## src/rtl/ovr_slot_pkg.sv

```systemverilog
package ovr_slot_pkg;
  localparam int unsigned SKEW_W = 2;
  typedef logic [SKEW_W-1:0] skew_t;

  // number of serial-clock falling edges after a frame transition before the slot updates
  function automatic skew_t slot_delay(input logic fmt_i2s);
    return fmt_i2s ? skew_t'(2) : skew_t'(1);
  endfunction

  // the half with frame-clock level equal to the format bit carries the right status
  function automatic logic slot_is_right(input logic fmt_i2s, input logic lrck_level);
    return (lrck_level == fmt_i2s);
  endfunction
endpackage

```

## src/rtl/ovr_frame_tracker.sv

```systemverilog
module ovr_frame_tracker
  import ovr_slot_pkg::*;
(
  input  logic clk,
  input  logic rst_n,
  input  logic sclk_i,
  input  logic lrck_i,
  input  logic fmt_i2s_i,
  output logic upd_o,
  output logic right_o,
  output logic lrck_rise_o
);
  logic  sclk_q;
  logic  lrck_q;
  logic  level_q;
  skew_t fall_cnt_q;
  logic  sclk_fall;
  logic  lrck_edge;
  skew_t next_cnt;

  assign sclk_fall   = sclk_q & ~sclk_i;
  assign lrck_edge   = lrck_q ^ lrck_i;
  assign lrck_rise_o = lrck_i & ~lrck_q;
  assign next_cnt    = skew_t'(fall_cnt_q + skew_t'(1));

  always_ff @(posedge clk) begin
    if (!rst_n) begin
      sclk_q     <= 1'b0;
      lrck_q     <= 1'b0;
      level_q    <= 1'b0;
      fall_cnt_q <= '1;
    end else begin
      sclk_q <= sclk_i;
      lrck_q <= lrck_i;
      if (lrck_edge) begin
        fall_cnt_q <= '0;
        level_q    <= lrck_i;
      end else if (sclk_fall && (fall_cnt_q != '1)) begin
        fall_cnt_q <= next_cnt;
      end
    end
  end

  // saturated count wraps next_cnt to zero, which never matches a delay
  assign upd_o   = sclk_fall & ~lrck_edge & (next_cnt == slot_delay(fmt_i2s_i));
  assign right_o = slot_is_right(fmt_i2s_i, level_q);
endmodule

```

## src/rtl/ovr_hold_timer.sv

```systemverilog
module ovr_hold_timer #(
  parameter int unsigned HOLD_LOG2 = 15
) (
  input  logic                 clk,
  input  logic                 rst_n,
  input  logic                 ovr_l_i,
  input  logic                 ovr_r_i,
  input  logic                 tick_i,
  output logic                 flag_l_o,
  output logic                 flag_r_o,
  output logic [HOLD_LOG2-1:0] count_o,
  output logic                 expire_o
);
  logic any_hit;
  logic busy;

  assign any_hit  = ovr_l_i | ovr_r_i;
  assign busy     = flag_l_o | flag_r_o;
  assign expire_o = tick_i & busy & (count_o == '1);

  always_ff @(posedge clk) begin
    if (!rst_n) begin
      flag_l_o <= 1'b0;
      flag_r_o <= 1'b0;
      count_o  <= '0;
    end else if (any_hit) begin
      // a new overrange restarts the shared window and beats any due expiry
      flag_l_o <= flag_l_o | ovr_l_i;
      flag_r_o <= flag_r_o | ovr_r_i;
      count_o  <= '0;
    end else if (expire_o) begin
      flag_l_o <= 1'b0;
      flag_r_o <= 1'b0;
      count_o  <= '0;
    end else if (tick_i && busy) begin
      count_o <= count_o + 1'b1;
    end
  end
endmodule

```

## src/rtl/ovr_slot_driver.sv

```systemverilog
module ovr_slot_driver (
  input  logic clk,
  input  logic rst_n,
  input  logic upd_i,
  input  logic right_i,
  input  logic flag_l_i,
  input  logic flag_r_i,
  output logic ovfl_n_o
);
  always_ff @(posedge clk) begin
    if (!rst_n) begin
      ovfl_n_o <= 1'b1;
    end else if (upd_i) begin
      ovfl_n_o <= ~(right_i ? flag_r_i : flag_l_i);
    end
  end
endmodule

```

## src/rtl/ovr_slot_mux.sv

```systemverilog
module ovr_slot_mux #(
  parameter int unsigned HOLD_LOG2 = 15
) (
  input  logic clk,
  input  logic rst_n,
  input  logic sclk_i,
  input  logic lrck_i,
  input  logic fmt_i2s_i,
  input  logic ovr_l_i,
  input  logic ovr_r_i,
  output logic ovfl_n_o
);
  logic                 upd_w;
  logic                 right_w;
  logic                 lrck_rise_w;
  logic                 flag_l_w;
  logic                 flag_r_w;
  logic                 expire_w;
  logic [HOLD_LOG2-1:0] timer_w;

  ovr_frame_tracker u_frame (
    .clk         (clk),
    .rst_n       (rst_n),
    .sclk_i      (sclk_i),
    .lrck_i      (lrck_i),
    .fmt_i2s_i   (fmt_i2s_i),
    .upd_o       (upd_w),
    .right_o     (right_w),
    .lrck_rise_o (lrck_rise_w)
  );

  ovr_hold_timer #(.HOLD_LOG2(HOLD_LOG2)) u_hold (
    .clk      (clk),
    .rst_n    (rst_n),
    .ovr_l_i  (ovr_l_i),
    .ovr_r_i  (ovr_r_i),
    .tick_i   (lrck_rise_w),
    .flag_l_o (flag_l_w),
    .flag_r_o (flag_r_w),
    .count_o  (timer_w),
    .expire_o (expire_w)
  );

  ovr_slot_driver u_drive (
    .clk      (clk),
    .rst_n    (rst_n),
    .upd_i    (upd_w),
    .right_i  (right_w),
    .flag_l_i (flag_l_w),
    .flag_r_i (flag_r_w),
    .ovfl_n_o (ovfl_n_o)
  );
endmodule

```

## config.mk

```make
export PLATFORM = sky130hd
export DESIGN_NAME = ovr_slot_mux
export DESIGN_NICKNAME = d
export VERILOG_FILES = /design/src/rtl/ovr_slot_pkg.sv /design/src/rtl/ovr_frame_tracker.sv /design/src/rtl/ovr_hold_timer.sv /design/src/rtl/ovr_slot_driver.sv /design/src/rtl/ovr_slot_mux.sv
export SDC_FILE = /design/constraint.sdc
export NUM_CORES = 1
export LEC_CHECK = 0
export CAP_MARGIN = 25
export CORE_MARGIN = 5
export CORE_UTILIZATION = 59
export CTS_BUF_LIST = sky130_fd_sc_hd__clkbuf_2
export DETAILED_ROUTE_END_ITERATION = 10
export HOLD_SLACK_MARGIN = 0.02
export PLACE_DENSITY = 0.85
export SETUP_SLACK_MARGIN = 0.4
export SKIP_CTS_REPAIR_TIMING = 1
export SKIP_LAST_GASP = 1
export SLEW_MARGIN = 20
export SYNTH_ARGS = -nofsm -noshare
export SYNTH_HDL_FRONTEND = slang
export SYNTH_HIERARCHICAL = 1
export SYNTH_SLANG_ARGS = --single-unit
export TNS_END_PERCENT = 20
```

## constraint.sdc

```tcl
create_clock -name clk -period 2.3 [get_ports clk]
set_input_delay 0.345 -clock clk [delete_from_list [all_inputs] [get_ports clk]]
set_output_delay 0.345 -clock clk [all_outputs]
set_load 0.1 [all_outputs]
```

== Word level (Yosys, flattened, before mapping) ==
Cells that the tools add are included.

* Logic and storage cells: 42
* Register bits after elaboration: 23
* Output and inout port bits: 1
* Input port bits: 7

* Eq/ne operators: 4
* $add $sub $neg: 2
* Bitwise gates (word level): 16
* Reductions and logical operators: 5
* Multiplexer cells: 7

{| class="wikitable"
|+ Operators with widths
! cell !! number
|-
| $add 15x1->15 const B || 1
|-
| $eq 15x15->1 const B || 1
|-
| $and 1x1->1 || 6
|-
| $mux 2 || 3
|-
| $not 1->1 || 5
|-
| $mux 1 || 4
|-
| $or 1x1->1 || 4
|-
| $reduce_bool 2->1 || 2
|-
| $reduce_or 3->1 || 1
|-
| $add 2x1->2 const B || 1
|-
| $eq 2x2->1 || 1
|-
| $logic_and 1x1->1 || 2
|-
| $ne 2x2->1 const B || 1
|-
| $eq 1x1->1 || 1
|-
| $xor 1x1->1 || 1
|}

== Longest topological paths before layout ==
Gate-level depths: netlist (run 1).

* Word-level depth: 6
* Depth in mapped cells: 7
* Gate-level depth less buffers: 6

== Cells and area by module ==
Netlist (run 1), hierarchy kept.

{| class="wikitable"
|+ By module, submodules not included
! module !! sequential area each (sq um) !! area each (sq um) !! times used !! cells an instance
|-
| ovr_hold_timer || 340.3 || 798.3 || 1 || 90
|-
| ovr_frame_tracker || 100.1 || 242.7 || 1 || 23
|-
| ovr_slot_driver || 20.0 || 57.6 || 1 || 5
|}

== Least setup slack after synthesis (run 1) ==
No wires, ideal clock.

* Kind: in2reg
* Start point: input port lrck_i
* End point: register u_hold.count_o[13]
* Slack: 0.623 ns
* Required time: 2.230 ns
* Data arrival time: 1.607 ns
* Stages: 5
* Cell sequence: ha_1 -> o21a_1 -> nand4_1 -> or4_1 -> a21oi_1

* Word-level cells in the longest chain between the ends: 4
* Elaborated cells between the ends (all ways): 5

{| class="wikitable"
|+ RTL lines
! item !! line !! text
|-
| from (decl) || ovr_slot_mux.sv:7 || <nowiki>input logic lrck_i,</nowiki>
|-
| $and 1x1->1 (*) || ovr_frame_tracker.sv:23 || <nowiki>assign lrck_rise_o = lrck_i & ~lrck_q;</nowiki>
|-
| $and 1x1->1 (2 in series) || ovr_hold_timer.sv:19 || <nowiki>assign expire_o = tick_i & busy & (count_o == '1);</nowiki>
|-
| $reduce_or 3->1 (no source line) || n/a ||
|-
| to (signal assigned) || ovr_hold_timer.sv:36 || <nowiki>count_o <= count_o + 1'b1;</nowiki>
|-
| to (decl) || ovr_hold_timer.sv:11 || <nowiki>output logic [HOLD_LOG2-1:0] count_o,</nowiki>
|}

Mark *: on every way between the ends. The rest lies on a longest branch, timed or not.
A chain may end at the register's enable or synchronous reset.

== Worst setup path in the final report (run 1) ==
* Start point: input port lrck_i
* End point: register u_hold.count_o[14]

* Word-level cells in the longest chain between the ends: 4
* Elaborated cells between the ends (all ways): 5

{| class="wikitable"
|+ RTL lines
! item !! line !! text
|-
| $and 1x1->1 (*) || ovr_frame_tracker.sv:23 ||
|-
| named net lrck_rise_w || ovr_slot_mux.sv:15 || <nowiki>logic lrck_rise_w;</nowiki>
|-
| $and 1x1->1 (2 in series) || ovr_hold_timer.sv:19 ||
|-
| $reduce_or 3->1 (no source line) || n/a ||
|}

The timed path passes the listed nets; every way through them passes the cells marked *.

==> results of run 1 <==
==> worst max-delay path: cells and delay by family <==
family | cells | cell delay [ps]
adders and majority gates | 1 | 210
buffers and inverters | 2 | 670
AOI/OAI and AO/OA | 2 | 330
and+or+nand+nor | 2 | 560
==> layer usage <==
metal | vias up | track usage | share of wire
li1 | 442 | - | -
met1 | 420 | 0.205 | 0.44
met2 | 10 | 0.333 | 0.52
met3 | 2 | 0.0310 | 0.027
met4 | 0 | 0.0596 | 0.0077
met5 | - | 0 | 0
==> worst paths after layout <==
check             depth (start not counted)                  to               start  slack (ps)
hold / removal                            2  u_hold/count_o[11]  u_hold/count_o[11]         490
setup reg to reg                          4  u_hold/count_o[14]   u_hold/count_o[3]         560
hold reg to reg                           2  u_hold/count_o[11]  u_hold/count_o[11]         490
setup / recovery                          7  u_hold/count_o[14]              lrck_i         450
==> state kept, by name (all words and copies together) (netlist names) <==
register            flops
u_hold/count_o         15
u_frame/lrck_q          1
u_drive/ovfl_n_o        1
u_frame/sclk_q          1
u_hold/flag_l_o         1
u_frame/fall_cnt_q      2
u_frame/level_q         1
u_hold/flag_r_o         1
==> layout make-up <==
class / count / area, µm² / area share
clock buffers: 4 / 20.0 / 0.0164
repair buffers: 10 / 90.1 / 0.0739
multi-input cells: 86 / 594 / 0.488
flip-flops and latches: 23 / 460 / 0.378
inverters: 6 / 22.5 / 0.0185
well taps: 25 / 31.3 / 0.0257
==> placed cells by master, fill, tap and decap left out, types with 2 or more instances in the layout <==
cell and count:
nor2_1 14, a21oi_1 7, clkdlybuf4s50_1 6, clkbuf_2 4, buf_4 4, o21ai_1 2
or4_1 4, nand2_1 5, xor2_1 4, nor3_1 3, o21ai_0 2, xnor2_1 8
nand4_1 4, dfxtp_1 23, mux2i_1 3, nand3_1 4, o31ai_1 3, ha_1 3
and2_1 2, inv_1 6
==> stage by stage <==
stage | instances | total power [mW]
2_1_floorplan | 117 | 0.469
3_3_place_gp | 149 | 0.491
3_5_place_dp | 149 | 0.496
4_1_cts | 153 | 0.651
5_1_grt | 154 | 0.679
6_report | 154 | 0.647
==> where the power goes <==
part           switching [mW]  total, mW  internal [mW]
combinational          0.0340     0.0706         0.0366
sequential            0.00885      0.418          0.409
clock                   0.112      0.158         0.0461
total                   0.155      0.647          0.492
==> results.py, run 1 <==
metrics = {
    "floorplan": {
        "fp.dieH_um": 53.1,
        "initial_utilization": 0.627,
        "dieArea_um2": 2810,
        "pin_count": 8,
        "rows": 15,
        "fp.coreArea_um2": 1750,
        "die_x_um": 53.1,
    },
    "cells_and_area": {
        "drive_gt1_frac": 0.116,
        "insertedDiodeCount": 0,
        "area.growth.synth_to_final_pct": 11.4,
        "postLayoutCellArea_um2": 1220,
        "post-route-util": 0.698,
        "nets": 140,
        "n_fill_cell": 139,
    },
    "logic_synthesis": {
        "syn-num-nets": 127,
        "synth.cell_area_um2": 1090,
        "netlist_instances": 117,
        "yosysWarnings": 6,
        "syn_avg_cell_area_um2": 9.35,
    },
    "placement": {
        "numPortBuffers": 7,
        "post-place-ws_ps": 14.2,
        "gp_congestion": 0.810,
        "dpl_cell_area_um2": 1190,
        "dp_hpwl_mm": 1.69,
    },
    "drt": {
        "routed_via_density": 5.68,
        "drc": 0,
        "drt_wl_total_mm": 2.21,
        "dr.pass1.iters": 4,
        "avgRoutedWirePerCell_um": 14.3,
        "vias": 874,
        "drtAntennaViolNets": 0,
        "drtIter0Drc": 11,
    },
    "sta": {
        "setup_viol": 0,
        "fin_hold_ws_ps": 490,
        "max_freq_mhz": 540,
        "setup_ws_ps": 449,
        "period_needed_ps": 1850,
        "worst_pin_slew_ps": 492,
        "rsz0062_at_grt": "no",
        "report.final.hold_viol_count": 0,
        "tns_ps": 0,
        "timing.final.crit_share": 0.805,
        "max-slew-margin-rel": 0.670,
        "fin_skew_ps": 12.0,
        "slew_violations": 0,
    },
    "run": {
        "drv_cap": 0,
    },
    "worst_setup_path": {
        "critPathArrivalTime_ps": 2110,
        "cp_cell_sequence": "clkdlybuf4s50_1 > ha_1 > o21a_1 > nand4_1 > buf_4 > or4_1 > a21oi_1",
        "cp_slowest_stage_delay_ps": 500,
        "start_kind": "primary input",
        "cp_slowest_cell": "clkdlybuf4s50_1",
        "end_kind": "flop",
        "worst-path-max-fanout": 8,
        "critPathRequiredTime_ps": 2560,
        "path_class": "primary input to flop",
    },
    "global_routing": {
        "grt_overflow": 0,
        "grt_first_pass_wirelength_mm": 3.77,
        "grt_start_max_net_pins": 13,
        "antenna_found_initial": 0,
        "grt_pass1_vias": 874,
        "grtUsageTotal": 0.180,
    },
    "clock_tree": {
        "cts_max_path_buffers": 2,
        "cts_buffers": 3,
        "cts.sinks": 23,
        "cts_root_buf": "clkbuf_2",
        "h-tree-depth": 1,
        "cts.clk_slew.worst_paths_ps": 210,
        "clk_latency_ps": 310,
        "cts_tree": "built",
    },
    "outcome": {
        "status": "finished, final reports clean",
    },
    "power_and_ir_drop": {
        "leakage_nw": 0.401,
        "p_per_area_nw_per_um2": 531,
        "irDropWorstVdd_uv": 414,
    },
    "min_path": {
        "hold_class": "flop to flop",
    },
}
No activity file was read; power rests on OpenSTA's default activity.
==> run 2, diff against run 1 <==
--- a/config.mk
+++ b/config.mk
@@ -7,11 +7,11 @@
 export LEC_CHECK = 0
 export CAP_MARGIN = 25
 export CORE_MARGIN = 5
-export CORE_UTILIZATION = 59
+export CORE_UTILIZATION = 53
 export CTS_BUF_LIST = sky130_fd_sc_hd__clkbuf_2
 export DETAILED_ROUTE_END_ITERATION = 10
 export HOLD_SLACK_MARGIN = 0.02
-export PLACE_DENSITY = 0.85
+export PLACE_DENSITY = 0.81
 export SETUP_SLACK_MARGIN = 0.4
 export SKIP_CTS_REPAIR_TIMING = 1
 export SKIP_LAST_GASP = 1
==> constraint.sdc (replaced) <==
create_clock -name clk -period 1.5 [get_ports clk]
set_input_delay 0.225 -clock clk [delete_from_list [all_inputs] [get_ports clk]]
set_output_delay 0.225 -clock clk [all_outputs]
set_load 0.1 [all_outputs]
==> run 2 against run 1 <==
The run now ends with negative setup slack left. Clock skew fell by 9.7 ps. Count of clock-buffer cells in the layout did not move. Hold slack improved by 23 ps. Sequential cell count did not move. Utilization rose by 4.9 points. Wire length rose by 16%. Sequential power rose by 53%. Critical path depth did not move. Non-clock buffer count rose by 26. Worst setup slack got worse by 710 ps. Critical path type unchanged.
==> results.py, run 2 (synthesis results as in run 1) <==
metrics = {
    "floorplan": {
        "pin_count": 8,
        "dieArea_um2": 3070,
        "initial_utilization": 0.557,
        "rows": 16,
        "die_x_um": 55.4,
        "fp.coreArea_um2": 1960,
        "fp.dieH_um": 55.4,
    },
    "placement": {
        "numPortBuffers": 7,
        "dpl_cell_area_um2": 1380,
        "dp_hpwl_mm": 1.74,
        "post-place-ws_ps": -511,
        "gp_congestion": 0.825,
        "placedCellCount": 174,
    },
    "cells_and_area": {
        "regMostFlops": "u_hold/count_o",
        "post-route-util": 0.747,
        "reg.largest.list": "u_hold/count_o x15, u_frame/fall_cnt_q x2",
        "largest_reg_flops": 15,
        "final_cell_mix": "buf_4, dfxtp_1, nor2_1, xnor2_1, a21oi_1",
        "nets": 166,
        "postLayoutCellArea_um2": 1470,
        "layout.cells.non_filler": 182,
        "insertedDiodeCount": 0,
        "drive_gt1_frac": 0.297,
        "area.growth.synth_to_final_pct": 34.0,
        "n_fill_cell": 146,
        "layout_commonest_cell": "buf_4",
    },
    "drt": {
        "routed_via_density": 5.41,
        "drtAntennaViolNets": 0,
        "avgRoutedWirePerCell_um": 14.1,
        "dr.pass1.iters": 4,
        "drc": 0,
        "drt_wl_total_mm": 2.56,
        "vias": 985,
        "drtIter0Drc": 32,
    },
    "worst_setup_path": {
        "cp_slowest_cell": "clkdlybuf4s50_1",
        "critPathRequiredTime_ps": 1760,
        "reg2reg_from": "u_frame/lrck_q",
        "start_kind": "primary input",
        "startpoint": "lrck_i",
        "path_class": "primary input to flop",
        "cp.buffers_inverters": 2,
        "critPathArrivalTime_ps": 2020,
        "reg2reg_to": "u_hold/count_o[14]",
        "end_kind": "flop",
        "cp_slowest_stage_delay_ps": 480,
        "cp_cell_sequence": "clkdlybuf4s50_1 > ha_2 > o21a_1 > nand4_1 > buf_4 > or4_1 > a21oi_1",
        "cp_top_family": "buffers and inverters",
        "reg2reg_slack_ps": -240,
        "worst-path-max-fanout": 5,
        "rr_worst_depth": 7,
    },
    "min_path": {
        "min_to": "u_hold/count_o[11]",
        "min_path_cells": 2,
        "hp-start": "u_hold/count_o[11]",
        "hold_class": "flop to flop",
    },
    "global_routing": {
        "grt_overflow": 0,
        "grt_pass1_vias": 921,
        "antenna_found_initial": 0,
        "grt_start_max_net_pins": 13,
        "grt_first_pass_wirelength_mm": 3.89,
        "grtUsageTotal": 0.155,
    },
    "sta": {
        "period_needed_ps": 1770,
        "max_freq_mhz": 567,
        "rsz0062_at_grt": "yes",
        "fin_skew_ps": 2.32,
        "report.final.hold_viol_count": 0,
        "setup_viol": 16,
        "slew_violations": 0,
        "fin_hold_ws_ps": 513,
        "max-slew-margin-rel": 0.741,
        "worst_pin_slew_ps": 385,
        "tns_ps": -3620,
        "setup_ws_ps": -265,
        "timing.final.crit_share": 1.18,
    },
    "clock_tree": {
        "cts_root_buf": "clkbuf_2",
        "cts_buffers": 3,
        "clk_latency_ps": 310,
        "cts_max_path_buffers": 2,
        "cts.sinks": 23,
        "cts.clk_slew.worst_paths_ps": 210,
        "cts_tree": "built",
        "h-tree-depth": 1,
    },
    "power_and_ir_drop": {
        "irDropWorstVdd_uv": 558,
        "leakage_nw": 0.538,
        "clkPwrFrac": 0.241,
        "p_total_mw": 1.02,
        "power.internal_uw": 775,
        "swShare": 0.242,
        "p_per_area_nw_per_um2": 698,
        "combinationalPowerShare": 0.134,
        "power_frac_seq": 0.626,
        "switchingPower_uw": 247,
    },
    "outcome": {
        "violations": "negative setup slack",
        "status": "finished with violations",
    },
    "run": {
        "drv_cap": 0,
    },
}
-- run 2: worst max-delay path by stage --
| stage | slack (ps) | cells past startpoint | end |
|---|---|---|---|
| final | -270 | 7 | u_hold/count_o[14] |
| after CTS | -170 | 4 | u_hold/count_o[13] |
| after floorplan | -110 | 6 | u_hold/count_o[14] |
| after detailed placement | -510 | 6 | u_hold/count_o[14] |
| after global routing | -310 | 7 | u_hold/count_o[13] |
| after global placement | -470 | 6 | u_hold/count_o[14] |
-- run 2: final cells by class --
cell class / instances / area (µm²) / share of cell area
repair buffers: 36 / 305 / 0.208
multi-input cells: 86 / 622 / 0.424
well taps: 27 / 33.8 / 0.0231
inverters: 6 / 22.5 / 0.0154
clock buffers: 4 / 20.0 / 0.0137
flip-flops and latches: 23 / 462 / 0.315
-- run 2: power groups by stage --
stage	Combinational (mW)	Clock [mW]	Sequential, mW
final	0.137	0.246	0.640
after global routing	0.149	0.290	0.643
after CTS	0.127	0.258	0.639
after detailed placement	0.127	0	0.652
after global placement	0.123	0	0.650
after floorplan	0.0656	0	0.654
-- run 2: layer usage --
metal,track usage,routed length (µm)
met3,0.0373,100
met2,0.264,1310
met1,0.185,1110
met5,0,0
met4,0.0625,44
-- run 2: worst reg2reg max path, stage by stage, from the launching register on --
cell,delay [ps]
dfxtp_1,340
inv_1,50
ha_2,170
o21a_1,140
nand4_1,220
buf_4,230
or4_1,410
a21oi_1,140
==> run 3, diff against run 2 <==
--- a/config.mk
+++ b/config.mk
@@ -5,7 +5,7 @@
 export SDC_FILE = /design/constraint.sdc
 export NUM_CORES = 1
 export LEC_CHECK = 0
-export CAP_MARGIN = 25
+export CAP_MARGIN = 20
 export CORE_MARGIN = 5
 export CORE_UTILIZATION = 53
 export CTS_BUF_LIST = sky130_fd_sc_hd__clkbuf_2
@@ -18,6 +18,5 @@
 export SLEW_MARGIN = 20
 export SYNTH_ARGS = -nofsm -noshare
 export SYNTH_HDL_FRONTEND = slang
-export SYNTH_HIERARCHICAL = 1
 export SYNTH_SLANG_ARGS = --single-unit
 export TNS_END_PERCENT = 20
==> run 3 against run 2 <==
The run still ends with negative setup slack left. Combinational power is 6% lower. First-iteration DRC count decreased by 78%. Worst setup slack better by 110 ps. Clock power up 4%. Die area down 5.0%. Largest power group unchanged. Clock skew grew 12 ps. Total power grew 0.45%. Area after synthesis shrank 6.1%. Hold slack got worse by 15 ps. Fmax rose by 6.6%.
==> results.py, run 3 <==
metrics = {
    "cells_and_area": {
        "regMostFlops": "u_hold.count_o",
        "final_cell_mix": "buf_4, dfxtp_1, nor2_1, xnor2_1, o21ai_0",
        "insertedDiodeCount": 0,
        "reg.largest.list": "u_hold.count_o x15, u_frame.fall_cnt_q x2",
        "largest_reg_flops": 15,
        "area.growth.synth_to_final_pct": 35.1,
        "drive_gt1_frac": 0.276,
        "nets": 156,
    },
    "logic_synthesis": {
        "synth_area_leaders": "dfxtp_1, xnor2_1, nor2_1",
        "synth.top_cell.area_share": 0.448,
        "synth-seq-cells": 23,
        "yosysWarnings": 0,
        "syn_avg_cell_area_um2": 9.01,
        "synth_common_cells": "dfxtp_1, nor2_1, xnor2_1",
        "syn-num-nets": 124,
        "ys_async_sr_fraction": 0,
        "synth.cell_area_um2": 1030,
        "synth-edff-count": 0,
        "synth_ff_type": "dfxtp_1",
        "netlist_instances": 114,
        "yosysMostFrequentCell": "dfxtp_1",
        "ys_seq_area_frac": 0.448,
        "yosysUniqueCellTypes": 29,
        "synth_top_cell_by_area": "dfxtp_1",
    },
    "sta": {
        "worst_pin_slew_ps": 398,
        "setup_viol": 17,
        "period_needed_ps": 1660,
        "max-slew-margin-rel": 0.734,
        "fin_skew_ps": 14.7,
        "slew_violations": 0,
        "rsz0062_at_grt": "yes",
        "timing.final.crit_share": 1.10,
        "report.final.hold_viol_count": 0,
        "max_freq_mhz": 604,
        "setup_ws_ps": -156,
    },
    "worst_setup_path": {
        "reg2reg_from": "u_frame.lrck_q",
        "worst-path-max-fanout": 3,
        "startpoint": "lrck_i",
        "rr_worst_depth": 7,
        "start_kind": "primary input",
        "critPathRequiredTime_ps": 1770,
        "end_kind": "flop",
        "path_class": "primary input to flop",
        "reg2reg_slack_ps": -140,
        "reg2reg_to": "u_hold.count_o[11]",
        "critPathArrivalTime_ps": 1920,
    },
    "drt": {
        "drtAntennaViolNets": 0,
        "avgRoutedWirePerCell_um": 13.0,
        "drt_wl_total_mm": 2.24,
        "drtIter0Drc": 7,
        "drc": 0,
        "dr.pass1.iters": 3,
        "routed_via_density": 5.13,
        "vias": 883,
    },
    "placement": {
        "gp_congestion": 0.703,
        "dp_hpwl_mm": 1.63,
        "post-place-ws_ps": -609,
        "numPortBuffers": 7,
    },
    "clock_tree": {
        "cts_root_buf": "clkbuf_2",
        "h-tree-depth": 1,
        "cts_buffers": 3,
        "cts.sinks": 23,
        "cts_max_path_buffers": 2,
        "cts.clk_slew.worst_paths_ps": 210,
        "clk_latency_ps": 350,
        "cts_tree": "built",
    },
    "floorplan": {
        "initial_utilization": 0.540,
        "pin_count": 8,
        "die_x_um": 54.0,
        "fp.coreArea_um2": 1900,
        "dieArea_um2": 2920,
        "rows": 16,
        "fp.dieH_um": 54.0,
    },
    "min_path": {
        "min_path_cells": 2,
        "hp-start": "sclk_i",
        "hold_class": "primary input to flop",
        "min_to": "u_frame.sclk_q",
    },
    "global_routing": {
        "grt_pass1_vias": 943,
        "grt_first_pass_wirelength_mm": 3.76,
        "antenna_found_initial": 0,
        "met1_usage": 0.189,
        "use_met3": 0.0332,
        "grtUsageTotal": 0.180,
        "grt_use_met2": 0.339,
        "top_usage_layer": "met2",
        "grt_start_max_net_pins": 14,
        "grt_overflow": 0,
    },
    "power_and_ir_drop": {
        "irDropWorstVdd_uv": 607,
        "leakage_nw": 0.502,
        "power.internal_uw": 769,
        "clkPwrFrac": 0.250,
        "swShare": 0.251,
        "power_frac_seq": 0.624,
        "combinationalPowerShare": 0.126,
        "p_per_area_nw_per_um2": 740,
        "p_total_mw": 1.03,
        "switchingPower_uw": 258,
    },
    "outcome": {
        "status": "finished with violations",
        "violations": "negative setup slack",
    },
    "run": {
        "drv_cap": 0,
    },
}
[run 3: changes by cell type in the layout (fill, tap and decap cells not counted), moves of 3 or more]
| cell | before | now |
|---|---|---|
| or4_1 | 3 | 0 |
| o21ai_0 | 2 | 7 |
| a21oi_1 | 7 | 3 |
| nor3_1 | 3 | 6 |
| buf_4 | 27 | 20 |
[run 3: worst max-delay path: stages]
cell,delay (ps)
clkdlybuf4s50_1,540
ha_4,170
o21ai_4,50
or4_4,480
buf_4,150
o21ai_0,210
a21oi_2,80
[run 3: cells by family after synthesis]
family / Yosys count / synth area share
mux: 4 / 0.0402
xor+xnor: 13 / 0.111
buf+inv: 7 / 0.0268
simple gates: 47 / 0.236
compound gates: 17 / 0.101
fa+ha+maj: 3 / 0.0365
flops: 23 / 0.448
[run 3: cell type report]
type                            count  area [µm²]
Multi-Input combinational cell     84         597
Fill cell                         149         514
Sequential cell                    23         464
Timing Repair Buffer               28         250
Tap cell                           27        33.8
Inverter                            6        22.5
Clock buffer                        4        20.0
[run 3: power by group through the flow]
stage                     Combinational, mW  Sequential [mW]  Clock, mW
after floorplan                      0.0581            0.653          0
after detailed placement              0.118            0.651          0
final                                 0.129            0.641      0.257
after CTS                             0.119            0.639      0.257
after global placement                0.111            0.650          0
after global routing                  0.142            0.644      0.301
[run 3: stage by stage]
step                      hold slack (ps)  setup TNS (ps)  instances  area [µm²]  utilization
after floorplan                       301           -1620        114        1030            -
after global placement                470           -8340        165        1290        0.678
after detailed placement              498           -8850        165        1290        0.678
after CTS                             494           -2290        169        1310        0.688
after global routing                  481           -2940        172        1390        0.730
final                                 498           -1670        172        1390        0.730
[run 3: layer usage]
metal	routed length, µm	vias to the layer above
li1	-	461
met1	965	406
met2	1170	11
met3	49	5
met4	55	0
met5	0	-
[run 3: worst max path at each step]
stage	end	slack (ps)
after floorplan	u_hold.count_o[14]	-150
after global routing	u_hold.count_o[14]	-220
after CTS	u_hold.count_o[14]	-230
final	u_hold.count_o[11]	-160
after detailed placement	u_hold.count_o[14]	-610
after global placement	u_hold.count_o[14]	-540
